`src/rtl/srb_pkg.sv`:
```
package srb_pkg;
  localparam int SRB_AW = 18;
  localparam int SRB_DW = 16;

  typedef enum logic [2:0] {
    PH_IDLE     = 3'd0,
    PH_W_SETUP  = 3'd1,
    PH_W_STROBE = 3'd2,
    PH_W_HOLD   = 3'd3,
    PH_R_WAIT   = 3'd4
  } phase_t;
endpackage

```
`src/rtl/srb_sequencer.sv`:
```
module srb_sequencer
  import srb_pkg::*;
(
  input  logic   clk,
  input  logic   rst_n,
  input  logic   req_valid,
  input  logic   req_write,
  output phase_t phase,
  output logic   accept,
  output logic   busy,
  output logic   ready
);
  phase_t phase_nx;

  assign ready  = (phase == PH_IDLE);
  assign busy   = ~ready;
  assign accept = req_valid & ready;

  always_comb begin
    phase_nx = phase;
    unique case (phase)
      PH_IDLE:     if (accept) phase_nx = req_write ? PH_W_SETUP : PH_R_WAIT;
      PH_W_SETUP:  phase_nx = PH_W_STROBE;
      PH_W_STROBE: phase_nx = PH_W_HOLD;
      PH_W_HOLD:   phase_nx = PH_IDLE;
      PH_R_WAIT:   phase_nx = PH_IDLE;
      default:     phase_nx = PH_IDLE;
    endcase
  end

  always_ff @(posedge clk or negedge rst_n) begin
    if (!rst_n) phase <= PH_IDLE;
    else        phase <= phase_nx;
  end
endmodule

```
`src/rtl/srb_pin_bank.sv`:
```
module srb_pin_bank
  import srb_pkg::*;
#(
  parameter int AW = SRB_AW,
  parameter int DW = SRB_DW
) (
  input  logic          clk,
  input  logic          rst_n,
  input  phase_t        phase,
  input  logic          accept,
  input  logic          req_write,
  input  logic [AW-1:0] req_addr,
  input  logic [DW-1:0] req_wdata,
  output logic [AW-1:0] pin_addr,
  output logic [DW-1:0] pin_dq,
  output logic          pin_dq_oe,
  output logic          pin_ce_n,
  output logic          pin_oe_n,
  output logic          pin_we_n
);
  always_ff @(posedge clk or negedge rst_n) begin
    if (!rst_n) begin
      pin_addr  <= '0;
      pin_dq    <= '0;
      pin_dq_oe <= 1'b0;
      pin_ce_n  <= 1'b1;
      pin_oe_n  <= 1'b1;
      pin_we_n  <= 1'b1;
    end else begin
      unique case (phase)
        PH_IDLE: begin
          if (accept) begin
            pin_addr <= req_addr;
            pin_ce_n <= 1'b0;
            if (req_write) begin
              pin_dq    <= req_wdata;
              pin_dq_oe <= 1'b1;
            end else begin
              pin_oe_n  <= 1'b0;
            end
          end
        end
        PH_W_SETUP:  pin_we_n <= 1'b0;
        PH_W_STROBE: pin_we_n <= 1'b1;
        PH_W_HOLD: begin
          pin_dq_oe <= 1'b0;
          pin_ce_n  <= 1'b1;
        end
        PH_R_WAIT: begin
          pin_oe_n <= 1'b1;
          pin_ce_n <= 1'b1;
        end
        default: begin
          pin_we_n  <= 1'b1;
          pin_oe_n  <= 1'b1;
          pin_dq_oe <= 1'b0;
          pin_ce_n  <= 1'b1;
        end
      endcase
    end
  end
endmodule

```
`src/rtl/srb_read_capture.sv`:
```
module srb_read_capture #(
  parameter int DW = srb_pkg::SRB_DW
) (
  input  logic          clk,
  input  logic          rst_n,
  input  logic          sample,
  input  logic [DW-1:0] dq_in,
  output logic [DW-1:0] rdata,
  output logic          rvalid
);
  always_ff @(posedge clk or negedge rst_n) begin
    if (!rst_n) begin
      rdata  <= '0;
      rvalid <= 1'b0;
    end else begin
      rvalid <= sample;
      if (sample) rdata <= dq_in;
    end
  end
endmodule

```
`src/rtl/regsram_bridge.sv`:
```
module regsram_bridge
  import srb_pkg::*;
#(
  parameter int AW = SRB_AW,
  parameter int DW = SRB_DW
) (
  input  logic          clk,
  input  logic          rst_n,
  input  logic          req_valid,
  output logic          req_ready,
  input  logic          req_write,
  input  logic [AW-1:0] req_addr,
  input  logic [DW-1:0] req_wdata,
  output logic          busy,
  output logic          rsp_valid,
  output logic [DW-1:0] rsp_rdata,
  output logic [AW-1:0] sram_addr,
  output logic [DW-1:0] sram_dq_out,
  output logic          sram_dq_oe,
  input  logic [DW-1:0] sram_dq_in,
  output logic          sram_ce_n,
  output logic          sram_oe_n,
  output logic          sram_we_n
);
  phase_t phase;
  logic   accept;

  srb_sequencer u_seq (
    .clk(clk), .rst_n(rst_n), .req_valid(req_valid), .req_write(req_write),
    .phase(phase), .accept(accept), .busy(busy), .ready(req_ready)
  );

  srb_pin_bank #(.AW(AW), .DW(DW)) u_pins (
    .clk(clk), .rst_n(rst_n), .phase(phase), .accept(accept),
    .req_write(req_write), .req_addr(req_addr), .req_wdata(req_wdata),
    .pin_addr(sram_addr), .pin_dq(sram_dq_out), .pin_dq_oe(sram_dq_oe),
    .pin_ce_n(sram_ce_n), .pin_oe_n(sram_oe_n), .pin_we_n(sram_we_n)
  );

  srb_read_capture #(.DW(DW)) u_rd (
    .clk(clk), .rst_n(rst_n), .sample(phase == PH_R_WAIT),
    .dq_in(sram_dq_in), .rdata(rsp_rdata), .rvalid(rsp_valid)
  );
endmodule


```
`config.mk`:
```
export PLATFORM = sky130hd
export DESIGN_NAME = regsram_bridge
export DESIGN_NICKNAME = d
export VERILOG_FILES = /design/src/rtl/srb_pkg.sv /design/src/rtl/srb_sequencer.sv /design/src/rtl/srb_pin_bank.sv /design/src/rtl/srb_read_capture.sv /design/src/rtl/regsram_bridge.sv
export SDC_FILE = /design/constraint.sdc
export NUM_CORES = 1
export LEC_CHECK = 0
export BUFFER_PORTS_ARGS = -buffer_cell sky130_fd_sc_hd__buf_2
export CELL_PAD_IN_SITES_DETAIL_PLACEMENT = 1
export CELL_PAD_IN_SITES_GLOBAL_PLACEMENT = 1
export CORE_MARGIN = 5
export CORE_UTILIZATION = 36
export DETAILED_ROUTE_END_ITERATION = 12
export HOLD_SLACK_MARGIN = 0.03
export MAX_ROUTING_LAYER = met4
export PLACE_DENSITY_LB_ADDON = 0.1
export SLEW_MARGIN = 10
export SYNTH_ARGS = -nofsm -noshare
export SYNTH_HDL_FRONTEND = slang
export SYNTH_SLANG_ARGS = --single-unit
```
`constraint.sdc`:
```
create_clock -name clk -period 2.4 [get_ports clk]
set_clock_uncertainty 0.2 [all_clocks]
set_input_delay 0.36 -clock clk [delete_from_list [all_inputs] [get_ports clk]]
set_output_delay 0.36 -clock clk [all_outputs]
set_load 0.01 [all_outputs]
```
======== Word-level counts from Yosys, hierarchy flattened ========
Cells that the tools add are included.
operators by class
  shift-type cells ........................ 0
  $add $sub $neg .......................... 0
  equality and inequality tests ........... 7
  bitwise operators ....................... 5
  $lt $le $gt $ge ......................... 0
  multipliers ............................. 0
  muxes and demuxes ....................... 12
  divide/modulo/power cells ............... 0
  reductions and logical operators ........ 10
operator list
  cell                count
  $pmux 3 s3          1
  $reduce_and 3->1    3
  $reduce_or 3->1     3
  $pmux 1 s2          4
  $eq 3x2->1 const B  2
  $mux 3              2
  $ne 2x2->1 const B  3
  $mux 1              5
  $not 1->1           4
  $reduce_and 2->1    2
  $eq 3x1->1 const B  1
  $eq 3x3->1 const B  1
  $logic_not 3->1     1
  $reduce_or 2->1     1
  $and 1x1->1         1
storage, ports and cells
  output and inout bits ................... 57
  latch bits .............................. 0
  bits in writable memories ............... 0
  register bits after elaboration ......... 58
  bits in read-only memories .............. 0
  logic and storage cells ................. 43
  input bits .............................. 54
  memories ................................ 0

======== Depth between registers and ports, before layout ========
  depth after elaboration ................. 4
  mapped depth ............................ 6
  depth with buffers taken out ............ 3

======== By module ========
From an unflattened synthesis, not the netlist that was laid out.
unflattened totals
  cell total of the unflattened synthesis .. 139
  area total of the unflattened synthesis .. 2396.0 µm²
modules (own cells, without submodules)
  module            area each (µm²)  cells each  sequential area each (µm²)  instances
  srb_pin_bank      1581.5           92          954.7                       1
  srb_read_capture  674.4            35          425.4                       1
  srb_sequencer     127.6            11          75.1                        1
  regsram_bridge    12.5             1           0.0                         1

======== Least setup slack after synthesis ========
OpenSTA, ideal clock, no wires.
  path type ............................... reg2reg
  from .................................... register u_seq.phase[1]
  to ...................................... register u_pins.pin_dq[10]
  setup slack ............................. 575 ps
  library setup time ...................... 125 ps
  stages on the path, launching flop included .. 7
  buffers on the path ..................... 3
  required time ........................... 2075 ps
  data arrival time ....................... 1500 ps
  clock period less this slack ............ 1825 ps
  cell sequence ........................... dfrtp_1 > buf_6 > nor3_4 > and3_1 > buf_6 > buf_12 > mux2_4
between the ends
  longest elaborated chain between the ends .. 3
ends and longest elaborated chain
  item                                 RTL line              text
  start: declaration                   srb_sequencer.sv:8    output phase_t phase,
  start signal: assignment             srb_sequencer.sv:33   else phase <= phase_nx;
  $logic_not 3->1 *                    srb_sequencer.sv:15   assign ready = (phase == PH_IDLE);
  via req_ready                        regsram_bridge.sv:10  output logic req_ready,
  $and 1x1->1                          srb_sequencer.sv:17   assign accept = req_valid & ready;
  $reduce_and 3->1 (no source line) *  -
  end signal: assignment               srb_pin_bank.sv:36    pin_dq <= req_wdata;
  end: declaration                     srb_pin_bank.sv:15    output logic [DW-1:0] pin_dq,
The timed path passes the listed nets; every way through them passes the cells marked *.
A chain may end at the register's enable or synchronous reset.

======== Final worst setup path ========
  from .................................... register u_seq.phase[0]
  to ...................................... register u_pins.pin_dq[3]
between the ends
  longest elaborated chain between the ends .. 3
ends and longest elaborated chain
  item                                 RTL line
  $logic_not 3->1 *                    srb_sequencer.sv:15, srb_pin_bank.sv:30
  $and 1x1->1                          srb_sequencer.sv:17
  $reduce_and 3->1 (no source line) *  -
Mark *: on every way between the ends. The rest lies on a longest branch, timed or not.

==> summary.md <==
| Metric | Value |
|---|---|
| Max-capacitance violation count | 0 |
| FF-to-FF Start | u_seq.phase[0] |
| Setup violations, final | 0 |
| Hold Violations, Final | 0 |
| Leak Pwr | 1.550 nW |
| Library cells used by synthesis | 27 |
| Layout cells sized above 1 | 69.32% |
| Vias in the first global route | 1743 |
| Max VDD drop | 0.0005179 V |
| TritonCTS buffer count | 9 |
| Worst Setup SP | u_seq.phase[0] |
| Die Y | 90.06 um |
| Setup TNS Final | 0 ps |
| Num Clock Sinks | 58 |
| Syn_area_per_cell | 16.48 um2 |
| Post-DRT Antenna Nets | 0 |
| Die area | 0.008110 mm2 |
| Synth top area cells | dfrtp_1 (60%), mux2_2 (19%), mux2_4 (6.5%), dfstp_2 (3.4%), buf_6 (2.0%) |
| Post-CTS Hold Buffers | 1 |
| Synth async-reset ratio | 100.0% |
| R2r setup slk | 410 ps |
| Area added between synthesis and finish | 35.09% |
| Grt ovf | 0 |
| Fin crit share | 83.11% |
| Post-DP Area | 0.002902 mm2 |
| Clock Path Buffers | 2 |
| Number of synthesized flops with an enable pin | 0 |
| Initial antenna violation count | 0 |
| Tmin final | 1995 ps |
| Relative slew slack | 69.80% |
| Final nets | 313 |
| Post-Synthesis Cells | 140 |
| Main flop type after synthesis | dfrtp_1 |
| Final instance area | 0.003117 mm2 |
| Post-CTS sizing | 0 |
| Diode count | 0 |
| # IOs | 111 |
| Worst reg2reg endpoint | u_pins.pin_dq[3] |
| Largest net degree at the start of global routing | 27 |
| Power density over cell area | 1373 mW/mm2 |
| Postcts setup bufs | 0 |
| Outcome | finished, final reports clean |
| Fmax | 0.5014 GHz |
| Cell depth of the worst hold path | 2 |
| Routed WL | 5420 um |
| CP endpoint | u_pins.pin_dq[3] |
| Slew Viols, Final | 0 |
| Cell Count, Final, Fillers Out | 341 |
| CTS tree | built |
| Setup CP Type | reg -> reg |
| Placed insts | 324 |
| Post-DR vias/cell | 4.525 |
| GRT Overall Usage | 14.23% |
| First-pass GRT wire length | 8997 um |
| Starting Density | 36.76% |
| Final GP Congestion | 0.6913 |
| Core ar. | 0.006277 mm2 |
| Mapped Area | 0.002307 mm2 |
| Vias | 1543 |
| Synthesis warning total | 0 |
| Seq/Total Area, Yosys | 63.07% |
| Critical path arrival | 2000 ps |
| Final total power | 4.279 mW |
| Critical Path RT | 2410 ps |
| CTS H-Tree Depth | 3 |
| Min-delay src | req_write |
| Fillers | 672 |
| Post-DP HPWL | 4037 um |
| # DRC | 0 |
| Slew @ Worst Pin | 453.0 ps |
| Type of origin of the critical path | flip-flop |
| Clock Latency Late Sink | 320 ps |
| Unrepaired setup endpoints after global routing | false |
| Count leader, synth | dfrtp_1 |
| Clock-pin transition on the worst setup and hold timing paths | 70 ps |
| Die X | 90.06 um |
| Critical path peak fanout | 16 |
| Largest area contributor in the netlist | dfrtp_1 |
| Worst Setup End Kind | flip-flop |
| First-pass DRT Iterations | 4 |
| Synth top cells by count | dfrtp_1 (55), mux2_2 (38), mux2_4 (10) |
| Post-synthesis register bit count | 58 |
| Top cell type's share of synthesized area | 59.65% |
| FP Rows | 29 |
| Number of port buffers | 110 |
| DRC violation total after the first TritonRoute iteration | 23 |
| Hold Crit Class | in -> reg |
| FF-to-FF path depth | 4 |
| Syn_nets | 194 |
| Wire per inst | 15.89 um |
| Root Driver | clkbuf_8 |
## worst min path at each step
stage,end,slack [ps]
finish,u_seq.phase[2],50
global route,u_rd.rdata[3],50
CTS,u_seq.phase[2],40
detailed placement,u_pins.pin_addr[6],110
global placement,u_pins.pin_addr[6],120
floorplan,u_pins.pin_addr[0],-140
## state kept, by name (all words and copies together) (netlist names)
signal	flops
u_pins.pin_addr	18
u_pins.pin_ce_n	1
u_pins.pin_dq	16
u_pins.pin_dq_oe	1
u_pins.pin_oe_n	1
u_pins.pin_we_n	1
u_rd.rdata	16
u_rd.rvalid	1
u_seq.phase	3
## kinds of logic (layout without fill, tap and decap cells)
family	after synthesis	count (layout)	share of synthesized area [%]
mux	50	50	26.03
xor+xnor	1	1	0.3797
compound gates	9	9	2.658
flops	58	58	63.07
simple gates	13	13	3.797
buf+inv	9	133	4.067
## routing by layer
metal	vias up	routed length [um]	GRT usage (%)
met5	-	0	-
met4	0	36	5.955
met3	4	349	4.341
met2	61	2548	21.28
met1	749	2487	17.95
li1	729	-	-
## cells in the final DEF (no fill, tap or decap), types with 2 or more instances in the layout
cell type / count
dfstp_2: 3
mux2_2: 38
buf_2: 110
clkinvlp_4: 2
dfrtp_1: 55
buf_4: 5
mux2_1: 2
a21oi_1: 3
mux2_4: 10
clkbuf_8: 11
nor2_1: 5
## area by class of cell
type                       instances  area, um2  share of cell area, %
tap                               77      96.34                  3.091
clock buffer                      12      155.1                  4.978
multi-input combinational         73      758.2                  24.33
sequential                        58       1455                  46.69
inverter                           1      3.754                 0.1204
timing repair buffer             116      598.1                  19.19
clock inverter                     4      50.05                  1.606
## worst max-delay path: stages, from the launching register on
cell	delay [ps]
dfrtp_1	540
nor3_4	290
and3_1	190
buf_4	280
mux2_2	380
## metrics by stage
| stage | util, % | hold slack (ps) | setup slack [ps] |
|---|---|---|---|
| after floorplan | - | -135.6 | 574.7 |
| after global placement | 46.22 | 116.2 | 478.5 |
| after detailed placement | 46.22 | 114.6 | 412.9 |
| after CTS | 49.65 | 38.20 | 392.3 |
| after global routing | 49.65 | 46.69 | 282.9 |
| final | 49.65 | 54.82 | 405.4 |
## where the power goes
group	internal [mW]	leakage [nW]	switching [mW]
Combinational	0.881	0.757	0.726
Clock	0.535	0.0986	0.375
Sequential	1.48	0.694	0.284
Total	2.89	1.55	1.38
(Power assumes the default switching activity.)
